==> src/rtl/rxb_lane_swap.sv <==
module rxb_lane_swap #(
   parameter int LANES = 4
) (
   input  logic               swap,
   input  logic [8*LANES-1:0] din,
   output logic [8*LANES-1:0] dout
);
   for (genvar i = 0; i < LANES; i++) begin : g_lane
      assign dout[8*i +: 8] = swap ? din[8*(LANES-1-i) +: 8] : din[8*i +: 8];
   end
endmodule

==> src/rtl/rxb_enable_gen.sv <==
module rxb_enable_gen #(
   parameter int LANES = 4,
   parameter int CNT_W = 16
) (
   input  logic [CNT_W-1:0] buf_left,
   input  logic             swap,
   output logic [LANES-1:0] be_n
);
   logic [LANES-1:0] en_low;

   for (genvar i = 0; i < LANES; i++) begin : g_en
      assign en_low[i] = (buf_left > CNT_W'(i));
   end

   for (genvar i = 0; i < LANES; i++) begin : g_mirror
      assign be_n[i] = ~(swap ? en_low[LANES-1-i] : en_low[i]);
   end
endmodule

==> src/rtl/rxb_phase_track.sv <==
module rxb_phase_track #(
   parameter int LANES   = 4,
   parameter int CNT_W   = 16,
   parameter int ADDR_W  = 32,
   parameter int BURST_W = 8
) (
   input  logic               clk,
   input  logic               rst_n,
   input  logic               start,
   input  logic [CNT_W-1:0]   buf_space,
   input  logic [CNT_W-1:0]   frame_len,
   input  logic [ADDR_W-1:0]  start_addr,
   input  logic               swap_en,
   input  logic [BURST_W-1:0] burst_max,
   input  logic               accept,
   output logic               active,
   output logic [CNT_W-1:0]   buf_left,
   output logic [CNT_W-1:0]   frm_left,
   output logic [ADDR_W-1:0]  addr,
   output logic               swap_q,
   output logic               last,
   output logic [CNT_W-1:0]   written
);
   localparam int LB = $clog2(LANES);
   localparam logic [CNT_W-1:0]  WORD_BYTES = CNT_W'(LANES);
   localparam logic [ADDR_W-1:0] ALIGN_MASK = ~ADDR_W'((1 << LB) - 1);

   logic [BURST_W-1:0] phases_left;
   logic [CNT_W-1:0]   step_bytes;
   logic               load_ok;

   assign load_ok = start && !active && (buf_space != '0) && (frame_len != '0) && (burst_max != '0);
   assign last    = (buf_left <= WORD_BYTES) || (frm_left <= WORD_BYTES) || (phases_left == BURST_W'(1));

   always_comb begin
      step_bytes = WORD_BYTES;
      if (frm_left < step_bytes) step_bytes = frm_left;
      if (buf_left < step_bytes) step_bytes = buf_left;
   end

   always_ff @(posedge clk) begin
      if (!rst_n) begin
         active      <= 1'b0;
         buf_left    <= '0;
         frm_left    <= '0;
         addr        <= '0;
         swap_q      <= 1'b0;
         phases_left <= '0;
         written     <= '0;
      end else if (load_ok) begin
         active      <= 1'b1;
         buf_left    <= buf_space;
         frm_left    <= frame_len;
         addr        <= start_addr & ALIGN_MASK;
         swap_q      <= swap_en;
         phases_left <= burst_max;
         written     <= '0;
      end else if (accept) begin
         buf_left    <= buf_left - WORD_BYTES;
         frm_left    <= frm_left - WORD_BYTES;
         addr        <= addr + ADDR_W'(LANES);
         phases_left <= phases_left - BURST_W'(1);
         written     <= written + step_bytes;
         if (last) active <= 1'b0;
      end
   end
endmodule

==> src/rtl/rxb_burst_planner.sv <==
module rxb_burst_planner #(
   parameter int LANES   = 4,
   parameter int CNT_W   = 16,
   parameter int ADDR_W  = 32,
   parameter int BURST_W = 8
) (
   input  logic               clk,
   input  logic               rst_n,
   input  logic               start,
   input  logic [CNT_W-1:0]   buf_space,
   input  logic [CNT_W-1:0]   frame_len,
   input  logic [ADDR_W-1:0]  start_addr,
   input  logic               swap_en,
   input  logic [BURST_W-1:0] burst_max,
   input  logic [8*LANES-1:0] fifo_data,
   output logic               fifo_pop,
   output logic               ph_valid,
   input  logic               ph_ready,
   output logic [ADDR_W-1:0]  ph_addr,
   output logic [8*LANES-1:0] ph_data,
   output logic [LANES-1:0]   ph_be_n,
   output logic               ph_last,
   output logic [CNT_W-1:0]   frame_written
);
   localparam int LB = $clog2(LANES);

   if ((LANES < 2) || ((1 << LB) != LANES)) begin : g_bad_lanes
      $error("LANES must be a power of two and at least 2");
   end
   if (CNT_W <= LB + 1) begin : g_bad_cnt
      $error("CNT_W too narrow for LANES");
   end
   if (ADDR_W <= LB) begin : g_bad_addr
      $error("ADDR_W too narrow for LANES");
   end
   if (BURST_W < 1) begin : g_bad_burst
      $error("BURST_W must be positive");
   end

   logic             active, swap_q, accept;
   logic [CNT_W-1:0] buf_left, frm_left;

   assign accept   = active && ph_ready;
   assign ph_valid = active;
   assign fifo_pop = accept;

   rxb_phase_track #(.LANES(LANES), .CNT_W(CNT_W), .ADDR_W(ADDR_W), .BURST_W(BURST_W)) u_track (
      .clk(clk), .rst_n(rst_n), .start(start), .buf_space(buf_space), .frame_len(frame_len),
      .start_addr(start_addr), .swap_en(swap_en), .burst_max(burst_max), .accept(accept),
      .active(active), .buf_left(buf_left), .frm_left(frm_left), .addr(ph_addr),
      .swap_q(swap_q), .last(ph_last), .written(frame_written)
   );

   rxb_enable_gen #(.LANES(LANES), .CNT_W(CNT_W)) u_en (
      .buf_left(buf_left), .swap(swap_q), .be_n(ph_be_n)
   );

   rxb_lane_swap #(.LANES(LANES)) u_swap (
      .swap(swap_q), .din(fifo_data), .dout(ph_data)
   );
endmodule

==> config.mk <==
export PLATFORM = sky130hd
export DESIGN_NAME = rxb_burst_planner
export DESIGN_NICKNAME = d
export VERILOG_FILES = /design/src/rtl/rxb_lane_swap.sv /design/src/rtl/rxb_enable_gen.sv /design/src/rtl/rxb_phase_track.sv /design/src/rtl/rxb_burst_planner.sv
export SDC_FILE = /design/constraint.sdc
export NUM_CORES = 1
export LEC_CHECK = 0
export BUFFER_PORTS_ARGS = -buffer_cell sky130_fd_sc_hd__buf_2
export CORE_AREA = 2 2 109 111
export CTS_CLUSTER_SIZE = 20
export DETAILED_ROUTE_END_ITERATION = 10
export DIE_AREA = 0 0 111 113
export PLACE_DENSITY = 0.85
export SETUP_SLACK_MARGIN = 0.3
export SYNTH_ARGS = -nofsm -noshare
export SYNTH_HDL_FRONTEND = slang
export SYNTH_HIERARCHICAL = 1
export SYNTH_SLANG_ARGS = --single-unit
==> constraint.sdc <==
create_clock -name clk -period 7.45 [get_ports clk]
set_input_delay 0.745 -clock clk [delete_from_list [all_inputs] [get_ports clk]]
set_output_delay 0.745 -clock clk [all_outputs]
set_load 0.02 [all_outputs]
==> results.ini <==
[pwr]
p_clk_share_pct=33.0
power.internal_uw=956
leakage_uw=0.00384
switching_share_pct=31.5
comb_power_share_pct=26.8
pwr-share-seq_pct=40.1
power.density_nw_per_um2=185
total_power_uw=1400
ir_worst_vdd_v=0.000156
switching_power_uw=439

[global_route]
grt_pass1_vias=5632
grt_max_degree=107
track_usage_pct=24.8
grt_antenna_before_repair=0
grt_pass1_wl_mm=25.9
gr-total-overflow=0

[final_layout]
drive_gt1_share_pct=27.9
final_nets=1053
fin_cells=1053
area_growth_pct=21.0
antenna_cells=0

[synthesis]
synth.top_cell.area_share_pct=28.2
synth_edf_count=0
synth_cells=726
yosys-top-cells-area=dfxtp_1 (28%), o211a_1 (9.3%), ha_1 (7.6%)
synth_ff_type=dfxtp_1
ys_warn_count=6
synthTopCellsByCount=nand2_1 (103), dfxtp_1 (88), o211a_1 (58), xnor2_1 (39), ha_1 (38)
ys_async_sr_fraction_pct=0
synth.largest_area_cell=dfxtp_1
ys_ff_latch=88
synth_cell_type_count=55
synth_seq_area_share_pct=28.2
syn_area_per_cell_um2=8.61
syn-cell-area_um2=6250
yosysMostFrequentCell=nand2_1

[floorplan]
io-pin-count=196
rows=39
start_util_pct=55.4
fp.dieW_um=111
dieArea_um2=12500
die_h_um=113
core_area_um2=11300

[routing]
dr.pass1.iters=5
drt_iter0_drc=255
antenna_left=0
drt-total-wl_mm=15.8
drt-vias-per-instance=5.60
route.detailed.drc=0
routedWlPerCell_um=15.0
route.vias.total=5892

[clocking]
cts-resized-gates=0
cts_buffers=9
max-clock-path-buffers=2
clock_sinks=88
cts-hold-fix-buffers=0
cts_tree=built
htreeDepth=3
clk-insertion-delay-late_ns=0.34
cts_root_buf=clkbuf_16
post-cts-setup-buffer-count=0
clk_pin_slew_ns=0.06

[worst_setup_path]
r2r_start=u_track/frm_left[4]$_SDFFE_PN0P_
critical_path_class=flip-flop to flip-flop
reg2reg_to=u_track/written[14]$_SDFFE_PP0P_
crit_fanout=17
r2r_setup_slack_ns=2.20
crit_arrival_ns=5.51
reg2reg_depth=18
end_kind=flip-flop
critPathRequiredTime_ns=7.71
startpoint_type=flip-flop

[sta]
layout_min_cycle_time_ns=5.25
setup_viol=0
rsz0062_at_grt=false
tightest_slew_ns=1.14
slew-limit-headroom_pct=23.1
timing.hold.ws_ns=0.494
fin_crit_sh_pct=70.4
fmax_mhz=191
tns_ns=0
clock_skew_ns=0.00463
hold_viol_final=0
final_max_slew_viol_count=0

[hold_path]
worstHoldStart=u_track/frm_left[1]$_SDFFE_PN0P_
min_to=u_track/frm_left[1]$_SDFFE_PN0P_
hold_path_class=flip-flop to flip-flop
hold_depth=2

[job]
drv_cap=0

[place]
dp.cells=1037
dp_hpwl_mm=11.7
gp_congestion=0.872
port_buffers=191

[outcome]
status=finished, final reports clean

## critical path: stages, from the launching register on
cell	delay (ns)
dfxtp_1	0.36
or4_4	0.60
nor4_4	0.42
and2_2	0.23
ha_1	0.24
a21o_1	0.18
a211oi_1	0.21
and3_1	0.22
o211a_1	0.39
o21ai_0	0.14
ha_1	0.24
fa_1	0.43
a211o_1	0.30
a21oi_1	0.23
o221ai_1	0.26
o21bai_1	0.26
and3_1	0.19
o21ai_0	0.09
a21oi_1	0.17
## kinds of logic (layout without fill, tap and decap cells)
family	count (synthesis)	count (layout)	share of synthesized area, %
buffers and inverters	53	225	4.21
AND/OR/NAND/NOR	271	271	21.4
multiplexers	41	41	9.01
AO/OA/AOI/OAI	171	171	20.6
flip-flops	88	88	28.2
other	2	14	0.120
adder cells (fa/ha/maj)	39	39	7.93
XOR/XNOR	61	61	8.55
## state kept, by name, summed over array words and instances (netlist names)
register and cells:
u_track/frm_left 16, u_track/written 16, u_track/buf_left 16, u_track/active 1, u_track/phases_left 8, u_track/swap_q 1, u_track/addr 30
## per-stage QoR
stage,area [µm²],utilization (%),setup WS (ns)
after floorplan,6290,-,2.78
after detailed placement,7260,64.4,2.31
after global routing,7560,67.1,1.78
final,7560,67.1,2.20
after global placement,7260,64.4,2.43
after CTS,7560,67.1,2.21
## layout make-up
type	instances	area (µm²)
Multi-Input combinational cell	597	4280
Sequential cell	88	1760
Fill cell	1002	3710
Inverter	15	56.3
Clock inverter	3	40.0
Tap cell	143	179
Clock buffer	13	260
Timing Repair Buffer	194	978
## layer usage
layer | share of wire (%) | GRT usage [%] | up-vias
met5 | 0 | 0 | -
li1 | - | - | 2994
met2 | 49 | 45.0 | 190
met4 | 1.7 | 7.75 | 0
met1 | 40 | 27.4 | 2687
met3 | 8.6 | 8.30 | 21
## cell usage in the layout, fill, tap and decap left out, types with 24 or more instances in the layout
master     n
nand3_1   24
nand2_1  103
o211a_1   58
mux2_4    30
ha_1      38
dfxtp_1   87
xnor2_1   39
nor2_1    35
o21ai_0   31
buf_2    191
a21oi_1   30
## how the worst max path moves through the flow
stage / end / slack, ns / start
3_5_place_dp: u_track/written[14]$_SDFFE_PP0P_ / 2.31 / u_track/frm_left[4]$_SDFFE_PN0P_
3_3_place_gp: u_track/written[14]$_SDFFE_PP0P_ / 2.43 / u_track/frm_left[4]$_SDFFE_PN0P_
5_1_grt: u_track/written[14]$_SDFFE_PP0P_ / 1.78 / u_track/frm_left[4]$_SDFFE_PN0P_
6_report: u_track/written[14]$_SDFFE_PP0P_ / 2.20 / u_track/frm_left[4]$_SDFFE_PN0P_
2_1_floorplan: u_track/written[14]$_SDFFE_PP0P_ / 2.78 / u_track/frm_left[4]$_SDFFE_PN0P_
4_1_cts: u_track/written[14]$_SDFFE_PP0P_ / 2.21 / u_track/frm_left[4]$_SDFFE_PN0P_
## power groups by stage
stage / logic, µW / registers [µW] / clock network (µW)
floorplan: 258 / 575 / 0
global placement: 365 / 569 / 0
detailed placement: 373 / 570 / 0
CTS: 375 / 560 / 470
global route: 413 / 567 / 491
finish: 375 / 560 / 461
No activity file was read; power rests on OpenSTA's default activity.
